## src/rtl/bank_mmu_pkg.sv

```systemverilog
package bank_mmu_pkg;

  localparam int NIB_W = 4;
  localparam int RI_W  = 8;
  localparam int PC_W  = 12;
  localparam int PCH_W = PC_W - RI_W;
  localparam int HI_W  = 1 + NIB_W + PCH_W;
  localparam int OP_W  = 2;

  typedef enum logic [OP_W-1:0] {
    XOP_READ = 2'b00,
    XOP_LOAD = 2'b01,
    XOP_OR   = 2'b10,
    XOP_AND  = 2'b11
  } xop_e;

  typedef enum logic [OP_W-1:0] {
    XP_DLO   = 2'd0,
    XP_DHI   = 2'd1,
    XP_PBANK = 2'd2,
    XP_EXT   = 2'd3
  } xport_e;

endpackage

```

## src/rtl/mmu_xp_regs.sv

```systemverilog
module mmu_xp_regs
  import bank_mmu_pkg::*;
(
  input  logic             clk,
  input  logic             rst_n,
  input  logic             prog,
  input  logic [NIB_W-1:0] p2,
  input  logic             small_map,
  input  logic             ale_fall,
  output logic [NIB_W-1:0] dlo,
  output logic [NIB_W-1:0] dhi,
  output logic             da16,
  output logic             io_open,
  output logic             pb_wr,
  output logic [NIB_W-1:0] pb_val
);

  logic             prog_q;
  xop_e             op_q, op_n;
  xport_e           port_q, port_n;
  logic [NIB_W-1:0] dlo_n, dhi_n;
  logic             da16_n, io_open_n;
  logic             prog_fall, prog_rise, do_load;

  assign prog_fall = prog_q & ~prog;
  assign prog_rise = ~prog_q & prog;
  assign do_load   = prog_rise & ((op_q == XOP_LOAD) | (op_q == XOP_OR));
  assign pb_wr     = do_load & (port_q == XP_PBANK) & ~small_map;
  assign pb_val    = p2;

  always_comb begin
    op_n      = op_q;
    port_n    = port_q;
    dlo_n     = dlo;
    dhi_n     = dhi;
    da16_n    = da16;
    io_open_n = io_open;
    if (prog_fall) begin
      op_n   = xop_e'(p2[NIB_W-1 -: OP_W]);
      port_n = xport_e'(p2[OP_W-1:0]);
    end
    if (do_load) begin
      da16_n = (op_q == XOP_LOAD);
      if (port_q == XP_DLO) dlo_n = p2;
      if ((port_q == XP_DHI) && !small_map) dhi_n = p2;
      if (port_q == XP_EXT) io_open_n = p2[NIB_W-1];
    end
    if (small_map && ale_fall) dlo_n = p2;
  end

  always_ff @(posedge clk or negedge rst_n) begin
    if (!rst_n) begin
      prog_q  <= 1'b1;
      op_q    <= XOP_READ;
      port_q  <= XP_DLO;
      dlo     <= '0;
      dhi     <= '0;
      da16    <= 1'b1;
      io_open <= 1'b0;
    end else begin
      prog_q  <= prog;
      op_q    <= op_n;
      port_q  <= port_n;
      dlo     <= dlo_n;
      dhi     <= dhi_n;
      da16    <= da16_n;
      io_open <= io_open_n;
    end
  end

endmodule

```

## src/rtl/mmu_fetch_track.sv

```systemverilog
module mmu_fetch_track
  import bank_mmu_pkg::*;
(
  input  logic             clk,
  input  logic             rst_n,
  input  logic             ale,
  input  logic             psen_n,
  input  logic [NIB_W-1:0] p2,
  input  logic [RI_W-1:0]  bus,
  input  logic             pb_wr,
  input  logic [NIB_W-1:0] pb_val,
  output logic             ale_fall,
  output logic [PC_W-1:0]  pc_lat,
  output logic [NIB_W-1:0] pbank_eff
);

  logic             ale_q, psen_q, jump_q, pend;
  logic [PC_W-1:0]  prev_pc, pc_lat_n, prev_pc_n, pc_seq, pc_in;
  logic             jump_n, pend_n, psen_rise;
  logic [NIB_W-1:0] pbank, pbank_n, pend_val, pend_val_n;

  assign ale_fall  = ale_q & ~ale;
  assign psen_rise = ~psen_q & psen_n;
  assign pc_in     = {p2, bus};
  assign pc_seq    = prev_pc + PC_W'(1);
  assign pbank_eff = (pend && jump_q) ? pend_val : pbank;

  always_comb begin
    pc_lat_n   = pc_lat;
    jump_n     = jump_q;
    prev_pc_n  = prev_pc;
    pbank_n    = pbank;
    pend_n     = pend;
    pend_val_n = pend_val;
    if (ale_fall) begin
      pc_lat_n = pc_in;
      jump_n   = (pc_in != pc_seq);
    end
    if (psen_rise) prev_pc_n = pc_lat;
    if (pb_wr) begin
      pend_n     = 1'b1;
      pend_val_n = pb_val;
    end else if (psen_rise && pend && jump_q) begin
      pbank_n = pend_val;
      pend_n  = 1'b0;
    end
  end

  always_ff @(posedge clk or negedge rst_n) begin
    if (!rst_n) begin
      ale_q    <= 1'b0;
      psen_q   <= 1'b1;
      pc_lat   <= '0;
      jump_q   <= 1'b0;
      prev_pc  <= '1;
      pbank    <= '0;
      pend     <= 1'b0;
      pend_val <= '0;
    end else begin
      ale_q    <= ale;
      psen_q   <= psen_n;
      pc_lat   <= pc_lat_n;
      jump_q   <= jump_n;
      prev_pc  <= prev_pc_n;
      pbank    <= pbank_n;
      pend     <= pend_n;
      pend_val <= pend_val_n;
    end
  end

endmodule

```

## src/rtl/mmu_addr_map.sv

```systemverilog
module mmu_addr_map
  import bank_mmu_pkg::*;
#(
  parameter logic [HI_W-1:0] IO_PAGE = 9'h1FD
) (
  input  logic             psen_n,
  input  logic             strap_io,
  input  logic             io_open,
  input  logic             da16,
  input  logic [NIB_W-1:0] dlo,
  input  logic [NIB_W-1:0] dhi,
  input  logic [NIB_W-1:0] pbank,
  input  logic [PCH_W-1:0] pc_hi,
  output logic [HI_W-1:0]  addr_hi,
  output logic             io_sel
);

  logic [HI_W-1:0] fetch_addr, data_addr;

  assign fetch_addr = {1'b0, pbank, pc_hi};
  assign data_addr  = {da16, dhi, dlo};

  always_comb begin
    addr_hi = psen_n ? data_addr : fetch_addr;
    io_sel  = psen_n && strap_io && io_open && (data_addr == IO_PAGE);
  end

endmodule

```

## src/rtl/bank_mmu.sv

```systemverilog
module bank_mmu
  import bank_mmu_pkg::*;
#(
  parameter logic [HI_W-1:0] IO_PAGE = 9'h1FD
) (
  input  logic             clk,
  input  logic             rst_n,
  input  logic [RI_W-1:0]  bus_ad,
  input  logic [NIB_W-1:0] p2_lo,
  input  logic             ale,
  input  logic             psen_n,
  input  logic             rd_n,
  input  logic             prog,
  input  logic             strap_small,
  input  logic             strap_io,
  output logic [HI_W-1:0]  addr_hi,
  output logic             io_sel,
  output logic             ram_oe_n
);

  logic [NIB_W-1:0] dlo, dhi, pb_val, pbank_eff;
  logic             da16, io_open, pb_wr, ale_fall;
  logic [PC_W-1:0]  pc_lat;

  mmu_xp_regs u_regs (
    .clk       (clk),
    .rst_n     (rst_n),
    .prog      (prog),
    .p2        (p2_lo),
    .small_map (strap_small),
    .ale_fall  (ale_fall),
    .dlo       (dlo),
    .dhi       (dhi),
    .da16      (da16),
    .io_open   (io_open),
    .pb_wr     (pb_wr),
    .pb_val    (pb_val)
  );

  mmu_fetch_track u_track (
    .clk       (clk),
    .rst_n     (rst_n),
    .ale       (ale),
    .psen_n    (psen_n),
    .p2        (p2_lo),
    .bus       (bus_ad),
    .pb_wr     (pb_wr),
    .pb_val    (pb_val),
    .ale_fall  (ale_fall),
    .pc_lat    (pc_lat),
    .pbank_eff (pbank_eff)
  );

  mmu_addr_map #(.IO_PAGE(IO_PAGE)) u_map (
    .psen_n   (psen_n),
    .strap_io (strap_io),
    .io_open  (io_open),
    .da16     (da16),
    .dlo      (dlo),
    .dhi      (dhi),
    .pbank    (pbank_eff),
    .pc_hi    (pc_lat[PC_W-1 -: PCH_W]),
    .addr_hi  (addr_hi),
    .io_sel   (io_sel)
  );

  assign ram_oe_n = psen_n & rd_n;

endmodule

```

## config.mk

```make
export PLATFORM = sky130hd
export DESIGN_NAME = bank_mmu
export DESIGN_NICKNAME = d
export VERILOG_FILES = /design/src/rtl/bank_mmu_pkg.sv /design/src/rtl/mmu_xp_regs.sv /design/src/rtl/mmu_fetch_track.sv /design/src/rtl/mmu_addr_map.sv /design/src/rtl/bank_mmu.sv
export SDC_FILE = /design/constraint.sdc
export NUM_CORES = 1
export LEC_CHECK = 0
export CAP_MARGIN = 10
export CORE_UTILIZATION = 55
export DETAILED_ROUTE_END_ITERATION = 16
export PLACE_DENSITY = 0.79
export SLEW_MARGIN = 20
export SYNTH_ARGS = -nofsm -noshare
export SYNTH_HDL_FRONTEND = slang
export SYNTH_HIERARCHICAL = 1
export SYNTH_SLANG_ARGS = --single-unit
export TNS_END_PERCENT = 30
```

## constraint.sdc

```tcl
create_clock -name clk -period 2.55 [get_ports clk]
set_input_delay 0.255 -clock clk [delete_from_list [all_inputs] [get_ports clk]]
set_output_delay 0.255 -clock clk [all_outputs]
set_load 0.02 [all_outputs]
```

# Word-level counts from Yosys, hierarchy flattened
# Cells that the tools add are included.
[classes]
addsub = 1
n_eq_ne = 7
n_mux = 7
n_bitwise = 15
n_reduce_logical = 17
[ops]
columns = ["op", "n"]
rows = [
  ["4-bit two-way mux", 4],
  ["12-bit by 1-bit adder with 12-bit output, second input constant", 1],
  ["12-bit != test", 1],
  ["9-bit == test, second input constant", 1],
  ["9-bit two-way mux", 1],
  ["1-bit bitwise AND", 8],
  ["1-bit logical AND", 8],
  ["2-bit AND reduction", 4],
  ["2-bit == test, second input constant", 3],
  ["1-bit NOT", 6],
  ["2-bit nonzero test", 3],
  ["2-bit by 1-bit == test with 1-bit output, second input constant", 2],
  ["2-bit zero test", 1],
  ["1-bit two-way mux", 2],
  ["1-bit zero test", 1],
  ["1-bit bitwise OR", 1],
]
[totals]
regBits = 51
in_bits = 20
word_cells = 62

# Longest topological paths before layout
[depth]
word_depth = 7
depth_mapped = 7

# By module
# Netlist, hierarchy kept.
[modules_own_cells]
columns = ["mod", "n_inst", "cells_per_inst", "area_per_inst_um2", "seq_area_each_um2"]
rows = [
  ["mmu_fetch_track", 1, 165, 1798.0, 917.1],
  ["mmu_xp_regs", 1, 52, 663.1, 377.9],
  ["mmu_addr_map", 1, 14, 185.2, 0.0],
  ["bank_mmu", 1, 1, 6.3, 0.0],
]

# Worst setup path before layout
# OpenSTA, ideal clock, no wires.
[synth_timing]
path_type = "reg-to-reg"
from = "register u_regs.op_q[0]"
to = "register u_track.pbank[0]"
setup_ns = 0.128
arrival_time_ns = 2.038
slack_ns = 0.384
path_stages_with_launch = 7
cell_sequence = "dfrtp_1 -> ha_1 -> nor3b_4 -> nand2_1 -> nor3_1 -> nor3b_2 -> mux2_1"
[synth_via]
elab_chain_len = 7
elab_cells_between_ends = 8
[synth_lines]
columns = ["item", "line", "source"]
rows = [
  ["start, declared", "mmu_xp_regs.sv:19", "xop_e op_q, op_n;"],
  ["start signal, assigned", "mmu_xp_regs.sv:62", "op_q <= op_n;"],
  ["2-bit by 1-bit == test with 1-bit output / 2-bit == test (equally long branches)", "mmu_xp_regs.sv:27", "assign do_load = prog_rise & ((op_q == XOP_LOAD) | (op_q == XOP_OR));"],
  ["1-bit bitwise OR *", "mmu_xp_regs.sv:27", ""],
  ["1-bit bitwise AND *", "mmu_xp_regs.sv:27", ""],
  ["1-bit bitwise AND * (2 in series)", "mmu_xp_regs.sv:28", "assign pb_wr = do_load & (port_q == XP_PBANK) & ~small_map;"],
  ["net pb_wr", "bank_mmu.sv:22", "logic da16, io_open, pb_wr, ale_fall;"],
  ["1-bit NOT (no line) *", "-", ""],
  ["2-bit AND reduction (no line) *", "-", ""],
  ["end signal, assigned", "mmu_fetch_track.sv:65", "pbank <= pbank_n;"],
  ["end, declared", "mmu_fetch_track.sv:20", "logic [NIB_W-1:0] pbank, pbank_n, pend_val, pend_val_n;"],
]
# The timed path passes the listed nets; every way through them passes the cells marked *.
# A chain may end at the register's enable or synchronous reset.

# Worst setup path after layout
[layout_timing]
from = "register u_track.pend"
to = "output port addr_hi[4]"
[layout_via]
elab_chain_len = 3
[layout_lines]
columns = ["item", "line", "source"]
rows = [
  ["start, declared", "mmu_fetch_track.sv:17", "logic ale_q, psen_q, jump_q, pend;"],
  ["start signal, assigned", "mmu_fetch_track.sv:66", "pend <= pend_n;"],
  ["1-bit logical AND", "mmu_fetch_track.sv:26", "assign pbank_eff = (pend && jump_q) ? pend_val : pbank;"],
  ["4-bit two-way mux", "mmu_fetch_track.sv:26", ""],
  ["net pbank_eff[0]", "bank_mmu.sv:21", "logic [NIB_W-1:0] dlo, dhi, pb_val, pbank_eff;"],
  ["9-bit two-way mux", "mmu_addr_map.sv:24", "addr_hi = psen_n ? data_addr : fetch_addr;"],
  ["end, declared", "bank_mmu.sv:16", "output logic [HI_W-1:0] addr_hi,"],
]
# The timed path passes the listed nets, and every way through them passes these cells.

==> results.json <==
{
  "grt_pass1_wl_um": 8630,
  "r2r-end": "u_track/pbank[2]",
  "dr_total_vias": 1792,
  "syn-cell-area_sq_um": 2650,
  "synth_edf_count": 0,
  "async_flop_share_pct": 100,
  "status": "complete, no violations",
  "layout.nets": 291,
  "place_congestion": 0.794,
  "numPortBuffers": 30,
  "wl_per_cell_um": 15.8,
  "multi_input_area_sq_um": 1290,
  "postCtsHoldBufs": 1,
  "area_delta_synth_final_pct": 17.3,
  "clockBufferDepth": 2,
  "ys_seq_area_share_pct": 48.8,
  "hold_violations": 0,
  "syn_area_per_cell_sq_um": 11.4,
  "cp-end-kind": "primary output",
  "initial_utilization_pct": 58.9,
  "drt_iter0_markers": 94,
  "cts_resized": 0,
  "antenna_found_initial": 0,
  "grt_setup_unrepaired": "false",
  "hp-class": "in2reg",
  "internal_power_mw": 1.61,
  "viasPerCell": 5.57,
  "min_period_over_period_pct": 92.7,
  "cp.required_ns": 2.30,
  "clk_pin_slew_worst_paths_ns": 0.09,
  "clock-root-buffer": "clkbuf_8",
  "swShare_pct": 31.9,
  "drtPass1Iterations": 4,
  "grt_start_max_net_pins": 29,
  "drc_errors": 0,
  "ios": 31,
  "synth.distinct_cells": 45,
  "cp_max_fo": 5,
  "period_minus_slack_ns": 2.36,
  "seq_area_sq_um": 1290,
  "synth_area_leaders": "dfrtp_1 (34%), dfstp_2 (15%), mux2_2 (8.9%)",
  "grt_usage_pct": 22.4,
  "ir_worst_vdd_mv": 0.399,
  "tightest_slew_ns": 0.376,
  "r2r_slack_ns": 0.50,
  "whs_ns": 0.397,
  "grt_pass1_vias": 1756,
  "syn_inst": 232,
  "die_h_um": 71.4,
  "slew-limit-headroom_pct": 74.9,
  "critical_path.endpoint": "addr_hi[4]",
  "hpwl_um": 3620,
  "critical_path.startpoint_type": "register",
  "clock_sinks": 51,
  "power_frac_seq_pct": 50.7,
  "fp.dieW_um": 71.4,
  "n_antenna_cell": 0,
  "wl_um": 5100,
  "clk_latency_ns": 0.31,
  "ant_nets": 0,
  "fin_tns_setup_ns": 0,
  "cts_tree": "yes",
  "yosysMostFrequentCell": "nand2_1",
  "rows": 24,
  "fillers": 349,
  "yosys.area.top_type": "dfrtp_1",
  "die_area_sq_um": 5100,
  "grt-ovfl-total": 0,
  "critPathLaunch": "u_track/pend",
  "synth_flop_cell": "dfrtp_1",
  "synth_common_cells": "nand2_1 (53), dfrtp_1 (36), mux2_2 (21)",
  "p_leak_nw": 1.38,
  "p_comb_share_pct": 29.8,
  "ys_seq_elements": 51,
  "pwr-share-clk_pct": 19.5,
  "coreArea_sq_um": 4500,
  "worst-r2r-cell-count": 7,
  "cellPowerDensity_nw_per_um2": 761,
  "setup_viol_count_final": 0,
  "cts_buffers": 5,
  "htree_num_levels": 2,
  "syn_nets": 254,
  "r2r-start": "u_regs/op_q[0]",
  "fin_skew_ns": 0.00395,
  "cts.repair_timing.setup_buffer_count": 0,
  "drive_above_1_share_pct": 26.7,
  "drv_cap": 0,
  "crit_arrival_ns": 2.11,
  "synth-warning-count": 6,
  "synth.top_cell.area_share_pct": 34.0,
  "slew_violations": 0,
  "min_from": "ale",
  "fmax_ghz": 0.423,
  "switching_power_mw": 0.755,
  "critical_path_class": "reg2out"
}
## sequential cells by signal, indices dropped and copies added, names as in the netlist
name,flops
u_regs/da16,1
u_regs/dhi,4
u_regs/dlo,4
u_regs/io_open,1
u_regs/op_q,2
u_regs/port_q,2
u_regs/prog_q,1
u_track/ale_q,1
u_track/jump_q,1
u_track/pbank,4
u_track/pc_lat,12
u_track/pend,1
u_track/pend_val,4
u_track/prev_pc,12
u_track/psen_q,1
## power groups by stage
stage | Clock [mW] | Combinational, mW | Sequential (mW)
2_1_floorplan | 0 | 0.495 | 1.16
3_3_place_gp | 0 | 0.689 | 1.20
3_5_place_dp | 0 | 0.706 | 1.21
4_1_cts | 0.476 | 0.713 | 1.20
5_1_grt | 0.499 | 0.766 | 1.23
6_report | 0.462 | 0.706 | 1.20
## critical path: stages (launching register included)
cell	delay, ns
dfrtp_1	0.40
nand2_1	0.22
mux2_1	0.38
mux2_4	0.27
clkdlybuf4s50_1	0.54
## metal layers
layer | track usage, % | share of wire, %
met5 | 0 | 0
met1 | 32.1 | 49
met3 | 3.94 | 3.6
met4 | 9.56 | 1.6
met2 | 33.9 | 46
## placed cells by master (no fill, tap or decap), types with 2 or more instances in the layout
cell and instances:
dfrtp_1 36, nand3_4 2, clkdlybuf4s50_1 29, nand2b_1 5
inv_1 3, nand4_4 2, buf_4 7, a31oi_1 2
nor4_1 2, xnor2_1 6, o21ai_0 3, nand3_1 3
nor2_1 6, nand4b_1 2, clkbuf_8 5, nand2_1 53
mux2_2 21, mux2_1 14, dfstp_2 15, clkinvlp_4 2
xor2_1 5, mux2_4 8, nor2b_1 3, nor3_1 3
ha_1 2, a21oi_1 6, nand4_1 3
## layout make-up
type	instances	area share [%]
flip-flops and latches	51	41.6
multi-input cells	169	41.5
repair buffers	38	11.5
clock buffers	5	2.21
well taps	52	2.09
clock inverters	3	0.643
inverters	4	0.483
## per-stage QoR
stage	instances	utilization [%]	power (mW)	worst slack, ns	instance area (sq um)
global placement	313	66.9	1.89	0.451	3010
floorplan	232	-	1.66	0.384	2650
CTS	322	69.1	2.39	0.163	3110
detailed placement	313	66.9	1.92	0.437	3010
finish	322	69.1	2.37	0.186	3110
global route	322	69.1	2.49	0.125	3110
## cells by family after synthesis
family	Yosys count	share of synthesized area, %
xor+xnor	11	3.63
compound gates	18	4.34
simple gates	95	20.3
mux	43	19.4
buf+inv	12	2.55
fa+ha+maj	2	0.943
flops	51	48.8
## worst min path at each step
stage | endpoint | slack [ns] | depth (start not counted)
finish | u_track/ale_q | 0.40 | 1
global route | u_track/ale_q | 0.42 | 1
CTS | u_track/ale_q | 0.39 | 1
detailed placement | u_regs/dlo[1] | 0.26 | 2
global placement | u_regs/op_q[1] | 0.26 | 2
floorplan | u_regs/dhi[0] | -0.04 | 0
(Power assumes the default switching activity.)
